## config.mk

```make
export PLATFORM = sky130hd
export DESIGN_NAME = smvl_alu
export DESIGN_NICKNAME = d
export VERILOG_FILES = /design/src/rtl/smvl_pkg.sv /design/src/rtl/smvl_arith.sv /design/src/rtl/smvl_cmp.sv /design/src/rtl/smvl_logic.sv /design/src/rtl/smvl_alu.sv
export SDC_FILE = /design/constraint.sdc
export NUM_CORES = 1
export LEC_CHECK = 0
export BUFFER_PORTS_ARGS = -buffer_cell sky130_fd_sc_hd__buf_2
export CORE_ASPECT_RATIO = 0.7
export CORE_MARGIN = 2
export CORE_UTILIZATION = 35
export CTS_BUF_LIST = sky130_fd_sc_hd__clkbuf_8 sky130_fd_sc_hd__clkbuf_16
export DETAILED_ROUTE_END_ITERATION = 12
export SLEW_MARGIN = 10
export SYNTH_ARGS = -nofsm -noshare
export SYNTH_HDL_FRONTEND = slang
export SYNTH_SLANG_ARGS = --single-unit
```

## constraint.sdc

```tcl
create_clock -name clk -period 15.8 [get_ports clk]
set_input_delay 4.74 -clock clk [delete_from_list [all_inputs] [get_ports clk]]
set_output_delay 4.74 -clock clk [all_outputs]
set_load 0.005 [all_outputs]
```

## src/rtl/smvl_pkg.sv

```systemverilog
package smvl_pkg;

    typedef enum logic [2:0] {
        OP_ADD = 3'd0,
        OP_SUB = 3'd1,
        OP_GT  = 3'd2,
        OP_EQ  = 3'd3,
        OP_NOT = 3'd4,
        OP_OR  = 3'd5,
        OP_AND = 3'd6
    } alu_op_e;

    typedef enum logic [1:0] {
        GRP_ARITH,
        GRP_CMP,
        GRP_LOGIC,
        GRP_NONE
    } op_group_e;

    function automatic op_group_e group_of(input alu_op_e op);
        case (op)
            OP_ADD, OP_SUB:        return GRP_ARITH;
            OP_GT, OP_EQ:          return GRP_CMP;
            OP_NOT, OP_OR, OP_AND: return GRP_LOGIC;
            default:               return GRP_NONE;
        endcase
    endfunction

endpackage

```

## src/rtl/smvl_arith.sv

```systemverilog
module smvl_arith #(
    parameter  int W  = 16,
    localparam int LW = $clog2(W + 1)
) (
    input  logic [W-1:0]  a_mag,
    input  logic          a_sign,
    input  logic [W-1:0]  b_mag,
    input  logic          b_sign,
    input  logic          negate_b,
    output logic [W-1:0]  r_mag,
    output logic [LW-1:0] r_len,
    output logic          r_sign,
    output logic          r_ovf
);

    function automatic logic [LW-1:0] lead_pos(input logic [W-1:0] v);
        logic [LW-1:0] p;
        p = '0;
        for (int i = 0; i < W; i++) begin
            if (v[i]) p = LW'(i + 1);
        end
        return p;
    endfunction

    logic [W:0] wide;
    logic       eff_b_sign;
    logic       raw_sign;

    always_comb begin
        eff_b_sign = b_sign ^ negate_b;
        raw_sign   = a_sign;
        if (a_sign == eff_b_sign) begin
            wide = {1'b0, a_mag} + {1'b0, b_mag};
        end else if (a_mag >= b_mag) begin
            wide = {1'b0, a_mag - b_mag};
        end else begin
            wide     = {1'b0, b_mag - a_mag};
            raw_sign = eff_b_sign;
        end
        r_ovf  = wide[W];
        r_mag  = wide[W-1:0];
        r_sign = raw_sign && (wide != '0);
        r_len  = wide[W] ? LW'(W) : lead_pos(wide[W-1:0]);
    end

endmodule

```

## src/rtl/smvl_cmp.sv

```systemverilog
module smvl_cmp #(
    parameter int W = 16
) (
    input  logic [W-1:0] a_mag,
    input  logic         a_sign,
    input  logic [W-1:0] b_mag,
    input  logic         b_sign,
    output logic         gt,
    output logic         eq
);

    logic a_neg;
    logic b_neg;

    always_comb begin
        a_neg = a_sign && (a_mag != '0);
        b_neg = b_sign && (b_mag != '0);
        eq    = (a_mag == b_mag) && (a_neg == b_neg);
        if (a_neg != b_neg) gt = b_neg;
        else if (a_neg)     gt = a_mag < b_mag;
        else                gt = a_mag > b_mag;
    end

endmodule

```

## src/rtl/smvl_logic.sv

```systemverilog
module smvl_logic #(
    parameter  int W  = 16,
    localparam int LW = $clog2(W + 1)
) (
    input  smvl_pkg::alu_op_e op,
    input  logic [W-1:0]      a_mag,
    input  logic [LW-1:0]     a_len,
    input  logic [W-1:0]      b_mag,
    input  logic [LW-1:0]     b_len,
    output logic [W-1:0]      r_mag,
    output logic [LW-1:0]     r_len
);
    import smvl_pkg::*;

    logic [W-1:0] a_keep;
    logic [W-1:0] b_keep;
    logic [W-1:0] r_keep;

    for (genvar g = 0; g < W; g++) begin : g_bit
        assign a_keep[g] = LW'(g) < a_len;
        assign b_keep[g] = LW'(g) < b_len;
        assign r_keep[g] = a_keep[g] | b_keep[g];
    end

    always_comb begin
        r_len = (b_len > a_len) ? b_len : a_len;
        case (op)
            OP_NOT: begin
                r_mag = ~a_mag & a_keep;
                r_len = a_len;
            end
            OP_OR:   r_mag = (a_mag | b_mag) & r_keep;
            OP_AND:  r_mag = (a_mag | ~a_keep) & (b_mag | ~b_keep) & r_keep;
            default: r_mag = '0;
        endcase
    end

endmodule

```

## src/rtl/smvl_alu.sv

```systemverilog
module smvl_alu #(
    parameter  int W  = 16,
    localparam int LW = $clog2(W + 1)
) (
    input  logic          clk,
    input  logic          rst,
    input  logic          in_valid,
    input  logic [2:0]    in_op,
    input  logic [W-1:0]  in_a_val,
    input  logic [LW-1:0] in_a_len,
    input  logic          in_a_sign,
    input  logic [W-1:0]  in_b_val,
    input  logic [LW-1:0] in_b_len,
    input  logic          in_b_sign,
    output logic          out_valid,
    output logic [W-1:0]  out_val,
    output logic [LW-1:0] out_len,
    output logic          out_sign,
    output logic          out_cond,
    output logic          out_ovf
);
    import smvl_pkg::*;

    alu_op_e      op;
    logic [W-1:0] a_m;
    logic [W-1:0] b_m;

    assign op = alu_op_e'(in_op);

    for (genvar g = 0; g < W; g++) begin : g_mask
        assign a_m[g] = in_a_val[g] && (LW'(g) < in_a_len);
        assign b_m[g] = in_b_val[g] && (LW'(g) < in_b_len);
    end

    logic [W-1:0]  ar_mag;
    logic [LW-1:0] ar_len;
    logic          ar_sign;
    logic          ar_ovf;
    logic          c_gt;
    logic          c_eq;
    logic [W-1:0]  lg_mag;
    logic [LW-1:0] lg_len;

    smvl_arith #(.W(W)) u_arith (
        .a_mag(a_m), .a_sign(in_a_sign), .b_mag(b_m), .b_sign(in_b_sign),
        .negate_b(op == OP_SUB),
        .r_mag(ar_mag), .r_len(ar_len), .r_sign(ar_sign), .r_ovf(ar_ovf)
    );

    smvl_cmp #(.W(W)) u_cmp (
        .a_mag(a_m), .a_sign(in_a_sign), .b_mag(b_m), .b_sign(in_b_sign),
        .gt(c_gt), .eq(c_eq)
    );

    smvl_logic #(.W(W)) u_logic (
        .op(op), .a_mag(a_m), .a_len(in_a_len), .b_mag(b_m), .b_len(in_b_len),
        .r_mag(lg_mag), .r_len(lg_len)
    );

    alu_op_e out_op;

    always_ff @(posedge clk) begin
        if (rst) begin
            out_valid <= 1'b0;
            out_val   <= '0;
            out_len   <= '0;
            out_sign  <= 1'b0;
            out_cond  <= 1'b0;
            out_ovf   <= 1'b0;
            out_op    <= OP_ADD;
        end else begin
            out_valid <= in_valid;
            if (in_valid) begin
                out_op  <= op;
                out_ovf <= 1'b0;
                case (group_of(op))
                    GRP_ARITH: begin
                        out_val  <= ar_mag;
                        out_len  <= ar_len;
                        out_sign <= ar_sign;
                        out_ovf  <= ar_ovf;
                    end
                    GRP_LOGIC: begin
                        out_val  <= lg_mag;
                        out_len  <= lg_len;
                        out_sign <= in_a_sign;
                    end
                    default: begin
                        out_val  <= a_m;
                        out_len  <= in_a_len;
                        out_sign <= in_a_sign;
                        if (op == OP_GT) out_cond <= c_gt;
                        if (op == OP_EQ) out_cond <= c_eq;
                    end
                endcase
            end
        end
    end

    // arithmetic zero never negative
    a_r3_zero_positive: assert property (@(posedge clk) disable iff (rst)
        out_valid && group_of(out_op) == GRP_ARITH && out_val == '0 && !out_ovf |-> !out_sign);

    // length matches leading one of magnitude
    a_r2_len_fits: assert property (@(posedge clk) disable iff (rst)
        out_valid && group_of(out_op) == GRP_ARITH && !out_ovf |->
        ((out_len == '0) ? (out_val == '0) : (out_val[out_len-1] && (out_val >> out_len) == '0)));

    // overflow only from arithmetic
    a_r4_ovf_arith_only: assert property (@(posedge clk) disable iff (rst)
        out_valid && out_ovf |-> group_of(out_op) == GRP_ARITH);

    // condition flag stable without a compare
    a_r7_cond_hold: assert property (@(posedge clk) disable iff (rst)
        !(in_valid && group_of(op) == GRP_CMP) |=> $stable(out_cond));

    // not keeps the destination length
    a_r8_not_len: assert property (@(posedge clk) disable iff (rst)
        in_valid && op == OP_NOT |=> out_len == $past(in_a_len));

    // or and and grow to the longer operand
    a_r9_pad_len: assert property (@(posedge clk) disable iff (rst)
        in_valid && (op == OP_OR || op == OP_AND) |=>
        out_len >= $past(in_a_len) && out_len >= $past(in_b_len));

    // one result per accepted request, one cycle later
    a_r11_latency: assert property (@(posedge clk) disable iff (rst)
        in_valid |=> out_valid);

endmodule

```

After elaboration in Yosys (flattened, before gate mapping):

Index checks and enable logic that the tools add are counted.

* add/subtract/negate cells: 3
* $lt $le $gt $ge: 36
* equal/unequal tests: 11
* multiplexer cells: 35
* bitwise gates (word level): 28
* reduce and logical (&&, ||, !) cells: 47

Operator list (number)
* < comparator 4 x 5 -> 1 bit, first input constant: 16
* AND 16 bit: 4
* inverter 16 bit: 3
* bitwise OR 16 bit: 3
* case mux 16 bit (3 select lines): 1
* < comparator 3 x 5 -> 1 bit, first input constant: 8
* logical AND 1 bit: 36
* 2-to-1 mux 4 bit: 8
* case mux 16 bit (2 select lines): 1
* nonzero test 16 bit: 2
* subtractor 16 bit: 2
* < comparator 1 x 5 -> 1 bit, first input constant: 4
* < comparator 2 x 5 -> 1 bit, first input constant: 4
* 2-to-1 mux 5 bit: 4
* adder 16 x 16 -> 17 bit: 1
* 2-to-1 mux 17 bit: 1
* nonzero test 17 bit: 1
* == test 16 bit: 1
* >= comparator 16 bit: 1
* greater-than comparator 16 bit: 1
* < comparator 16 bit: 1
* 2-to-1 mux 16 bit: 1
* bitwise OR 1 bit: 16
* 2-to-1 mux 3 bit: 4
* 19 further kinds: 36

* bits in registers: 25
* input port bits: 50
* output and inout bits: 25
* word-level logic and storage cells: 166

Longest topological paths before layout:

* depth in word-level cells: 23
* depth in mapped cells: 18
* depth with buffers taken out: 17

Hierarchy:

Synthesis repeated with hierarchy kept, for this count alone.

* cells, all modules: 878
* area, all modules: 6339.8 um^2

By module, submodules not included
* smvl_arith: times used 1, cells each 373, area an instance 2756.4 um^2, seq. area each 0.0 um^2
* smvl_alu: times used 1, cells each 261, area an instance 1935.6 um^2, seq. area each 500.5 um^2
* smvl_logic: times used 1, cells each 170, area an instance 1103.6 um^2, seq. area each 0.0 um^2
* smvl_cmp: times used 1, cells each 74, area an instance 544.3 um^2, seq. area each 0.0 um^2

Least setup slack after synthesis:

Ideal clock, no wire load.

* path type: input to register
* from: input port in_b_len[4]
* to: register out_sign
* library setup time: 122 ps
* arrival time: 8691 ps
* required time: 15678 ps
* setup slack: 6987 ps
* cell stages on the path: 18
* path buffers: 2
* path through: clkbuf_1 or3_1 or2_2 o21ai_0 inv_1 ha_1 fa_1 nor2_1 o221ai_2 a211o_2 buf_6 a31o_1 a31oi_1 xnor2_1 nand4bb_1 or3_1 nor4_2 o21ai_1

* word-level cells in the longest chain between the ends: 8
* elaborated cells between the ends (all ways): 43
* classes of those cells: 3 x add/sub; 17 x order compare; 5 x mux; 18 x reduce/logical

RTL lines
* start: declaration: RTL line smvl_alu.sv:13 `input logic [LW-1:0] in_b_len,`
* < comparator 1 x 5 -> 1 bit, or another cell as far along: RTL line smvl_alu.sv:32 `assign b_m[g] = in_b_val[g] && (LW'(g) < in_b_len);`
* logical AND 1 bit: RTL line smvl_alu.sv:32
* subtractor 16 bit, or another cell as far along: RTL line smvl_arith.sv:37 `wide = {1'b0, b_mag - a_mag};`
* 2-to-1 mux 16 bit: RTL line smvl_arith.sv:34 `end else if (a_mag >= b_mag) begin`
* 2-to-1 mux 17 bit: RTL line smvl_arith.sv:32 `if (a_sign == eff_b_sign) begin`
* nonzero test 17 bit: RTL line smvl_arith.sv:42 `r_sign = raw_sign && (wide != '0);`
* logical AND 1 bit *: RTL line smvl_arith.sv:42
* 2-to-1 mux 1 bit *: RTL line smvl_alu.sv:76 `case (group_of(op))`
* end signal: assignment: RTL line smvl_alu.sv:80 `out_sign <= ar_sign;`
* end signal: assignment: RTL line smvl_alu.sv:86 `out_sign <= in_a_sign;`
* end signal: assignment: RTL line smvl_alu.sv:91 `out_sign <= in_a_sign;`
* end: declaration: RTL line smvl_alu.sv:18 `output logic out_sign,`

Every way passes the cells marked *; elsewhere a longest branch is shown, timed or not.
A chain may end at the register's enable or synchronous reset.

Worst setup path in the final report:

* from: input port in_a_len[4]
* to: register out_sign

* word-level cells in the longest chain between the ends: 8
* elaborated cells between the ends (all ways): 43
* classes of those cells: 3 x add/sub; 17 x order compare; 5 x mux; 18 x reduce/logical

RTL lines
* start: declaration: RTL line smvl_alu.sv:10 `input logic [LW-1:0] in_a_len,`
* < comparator 1 x 5 -> 1 bit, or another cell as far along: RTL line smvl_alu.sv:31 `assign a_m[g] = in_a_val[g] && (LW'(g) < in_a_len);`
* logical AND 1 bit: RTL line smvl_alu.sv:31
* subtractor 16 bit, or another cell as far along: RTL line smvl_arith.sv:37
* 2-to-1 mux 16 bit: RTL line smvl_arith.sv:34
* 2-to-1 mux 17 bit: RTL line smvl_arith.sv:32
* nonzero test 17 bit: RTL line smvl_arith.sv:42
* logical AND 1 bit *: RTL line smvl_arith.sv:42
* 2-to-1 mux 1 bit *: RTL line smvl_alu.sv:76

Marked as above.

==> impl_metrics.tcl <==
set metrics [dict create \
    ys_seq_elements 25 \
    synth_area_leaders "ha_1, dfxtp_1, nor2_1" \
    portBuffers 74 \
    cp_top_family "simple AND/OR/NAND/NOR gates" \
    core_area_mm2 0.0162 \
    fin_ws_ps 5920 \
    p_int_uw 200 \
    vias_per_cell 6.16 \
    arrival_ps 10040 \
    overflow 0 \
    wl_met2_mm 8.81 \
    initial_core_util_pct 35.6 \
    n_antenna_cell 0 \
    routed_wl_mm 23.2 \
    leakage_uw 0.00278 \
    slew_headroom_pct 20.8 \
    finalNetCount 991 \
    fin_area_mm2 0.00630 \
    final_antenna_net_count 0 \
    syn-num-nets 957 \
    postCtsResizedCells 0 \
    fin_tns_setup_ps 0 \
    start_kind "input pin" \
    synth.avg_cell_area_um2 6.90 \
    max_freq_mhz 101 \
    dr.max_layer_used "met4" \
    tightestPinTransition_ps 1180 \
    routedWlPerCell_um 21.2 \
    sequentialPowerShare_pct 17.5 \
    numCtsBuffers 3 \
    final.fill_count 1754 \
    dieArea_mm2 0.0175 \
    crit_path_frequent_cell "o21ai_0" \
    die_h_um 111 \
    maxCapViolations 0 \
    powerDensity_mw_per_mm2 64.9 \
    cts_tree "done" \
    p_sw_share_pct 51.2 \
    hold_buffers 0 \
    clock_latency_ps 270 \
    pwr-share-clk_pct 14.4 \
    detailed_place.area_mm2 0.00622 \
    num_rows 39 \
    gp_congestion 0.998 \
    grt_start_max_net_pins 38 \
    route.detailed.drc 0 \
    syn_to_final_growth_pct 9.27 \
    period_minus_slack_ps 9880 \
    endpoint_kind "register" \
    antenna_found_initial 0 \
    drtIter0Drc 1007 \
    track_usage_pct 25.8 \
    yosysWarnings 0 \
    synthArstFlopShare_pct 0 \
    grt_pass1_vias 6060 \
    finalHoldViolCount 0 \
    place_ws_ps 6010 \
    ios 75 \
    cts.htree.levels 1 \
    ys.flop_type "dfxtp_1" \
    path_clk_slew_ps 70 \
    ys_types 97 \
    pwr-share-comb_pct 68.0 \
    critical_path_class "input pin to register" \
    crit_required_ps 15960 \
    dr_wl_met3_mm 3.29 \
    setup_violations 0 \
    yosysMostFrequentCell "nor2_1" \
    ys_seq_area_share_pct 8.68 \
    slew_violations 0 \
    status "finished clean" \
    root_buffer "clkbuf_16" \
    vias 6730 \
    syn_inst 835 \
    wirelength_met1_mm 10.9 \
    fin_crit_sh_pct 62.5 \
    synth_common_cells "nor2_1, nand2_1, ha_1, a21oi_1, inv_1" \
    slowest_stage "nor3_4" \
    cts_setup_buffers 0 \
    synth_edf_count 0 \
    worst-path-buf-inv 2 \
    vdd_drop_max_v 0.0000381 \
    path_max_fanout 15 \
    hold_class "register to register" \
    grt_pass1_wl_mm 35.3 \
    syn_area_mm2 0.00576 \
    firstDrtPassIters 7 \
    layout-drive-gt1-share_pct 13.7 \
    dp_hpwl_mm 18.5 \
    power.total_uw 409 \
    grt_setup_unrepaired "false" \
    clock_path_buffers 2 \
    clock-sinks 25 \
    die_x_um 157 \
    path_cells "buf_2, nor2_1, o21ai_0, a21oi_1, nand2b_1, inv_1, ha_1, nor2b_1, a2111oi_4, a211oi_2, nor3_4, o21ai_0, and4b_1, nand4bb_1, or3b_1, nor4_2, o21ai_1" \
    p_switching_uw 209 \
    yosys.area.top_type "ha_1" \
    clock_skew_ps 0 \
    critPathMaxStageDelay_ps 590 \
    yosysTopAreaCellShare_pct 15.0 \
]
logic make-up (layout without fill, tap and decap cells):
kind of cell / after synthesis / in the layout / share of synthesized area, %
and+or+nand+nor: 324 / 324 / 29.1
xor gates and xnor gates: 15 / 15 / 2.74
buffers and inverters: 114 / 147 / 8.55
muxes: 6 / 6 / 1.06
DFF: 25 / 25 / 8.68
AOI/OAI and AO/OA: 279 / 279 / 33.8
adders and majority gates: 72 / 72 / 16.0
worst min-delay path, delay by kind of cell (launching register included):
family | cells | cell delay, ps
DFF | 1 | 310
AOI/OAI and AO/OA | 1 | 60
and+or+nand+nor | 1 | 60
metrics by stage:
step / cells / util, % / hold slack [ps]
after floorplan: 835 / - / 462
after global placement: 1089 / 38.4 / 452
after detailed placement: 1089 / 38.4 / 453
after CTS: 1093 / 38.9 / 463
after global routing: 1093 / 38.9 / 473
final: 1093 / 38.9 / 463
sequential cells by signal, indices dropped and copies added, names as in the netlist:
name / flops
out_sign: 1
out_ovf: 1
out_val: 16
out_cond: 1
out_valid: 1
out_len: 5
placed cells by master (no fill, tap or decap), types with 10 or more instances in the layout:
cell type	synthesis	final
a21oi_1	68	68
a211oi_1	10	10
a31oi_1	14	14
nand4_1	14	14
nor3_1	23	23
nand3_1	16	16
o211ai_1	10	10
nor2_1	91	91
ha_1	69	69
o221ai_1	19	19
xnor2_1	11	10
nor2b_1	18	18
dfxtp_1	25	25
o21ai_0	58	58
nand2_1	80	80
inv_1	59	60
buf_2	11	74
nand2b_1	22	22
layer usage:
| metal | global-route usage (%) | up-vias |
|---|---|---|
| li1 | - | 3125 |
| met1 | 40.0 | 3159 |
| met2 | 34.5 | 426 |
| met3 | 9.50 | 20 |
| met4 | 2.48 | 0 |
| met5 | 0 | - |
final timing paths:
check	from	endpoint	slack [ps]	cells after the start
max	in_a_len[4]	out_sign	5920	17
min	out_ovf	out_ovf	460	2
max reg2reg	out_len[0]	out_len[0]	14410	5
min reg2reg	out_ovf	out_ovf	460	2
layout make-up:
class                   count  area (µm²)  area share, %
clock buffers               3        75.1           1.19
clock inverters             1        3.75         0.0596
inverters                  63         236           3.75
multi-input cells         696        4790           76.0
flip-flops and latches     25         500           7.95
well taps                 225         282           4.47
repair buffers             80         415           6.60
power groups by stage:
stage          clock (µW)  combinational (µW)  sequential [µW]
4_1_cts              59.8                 268             71.6
5_1_grt              63.3                 297             72.2
3_3_place_gp            0                 270             73.0
6_report             59.0                 278             71.7
2_1_floorplan           0                 191             73.1
3_5_place_dp            0                 266             72.9
Power figures use the tool's default switching activity.
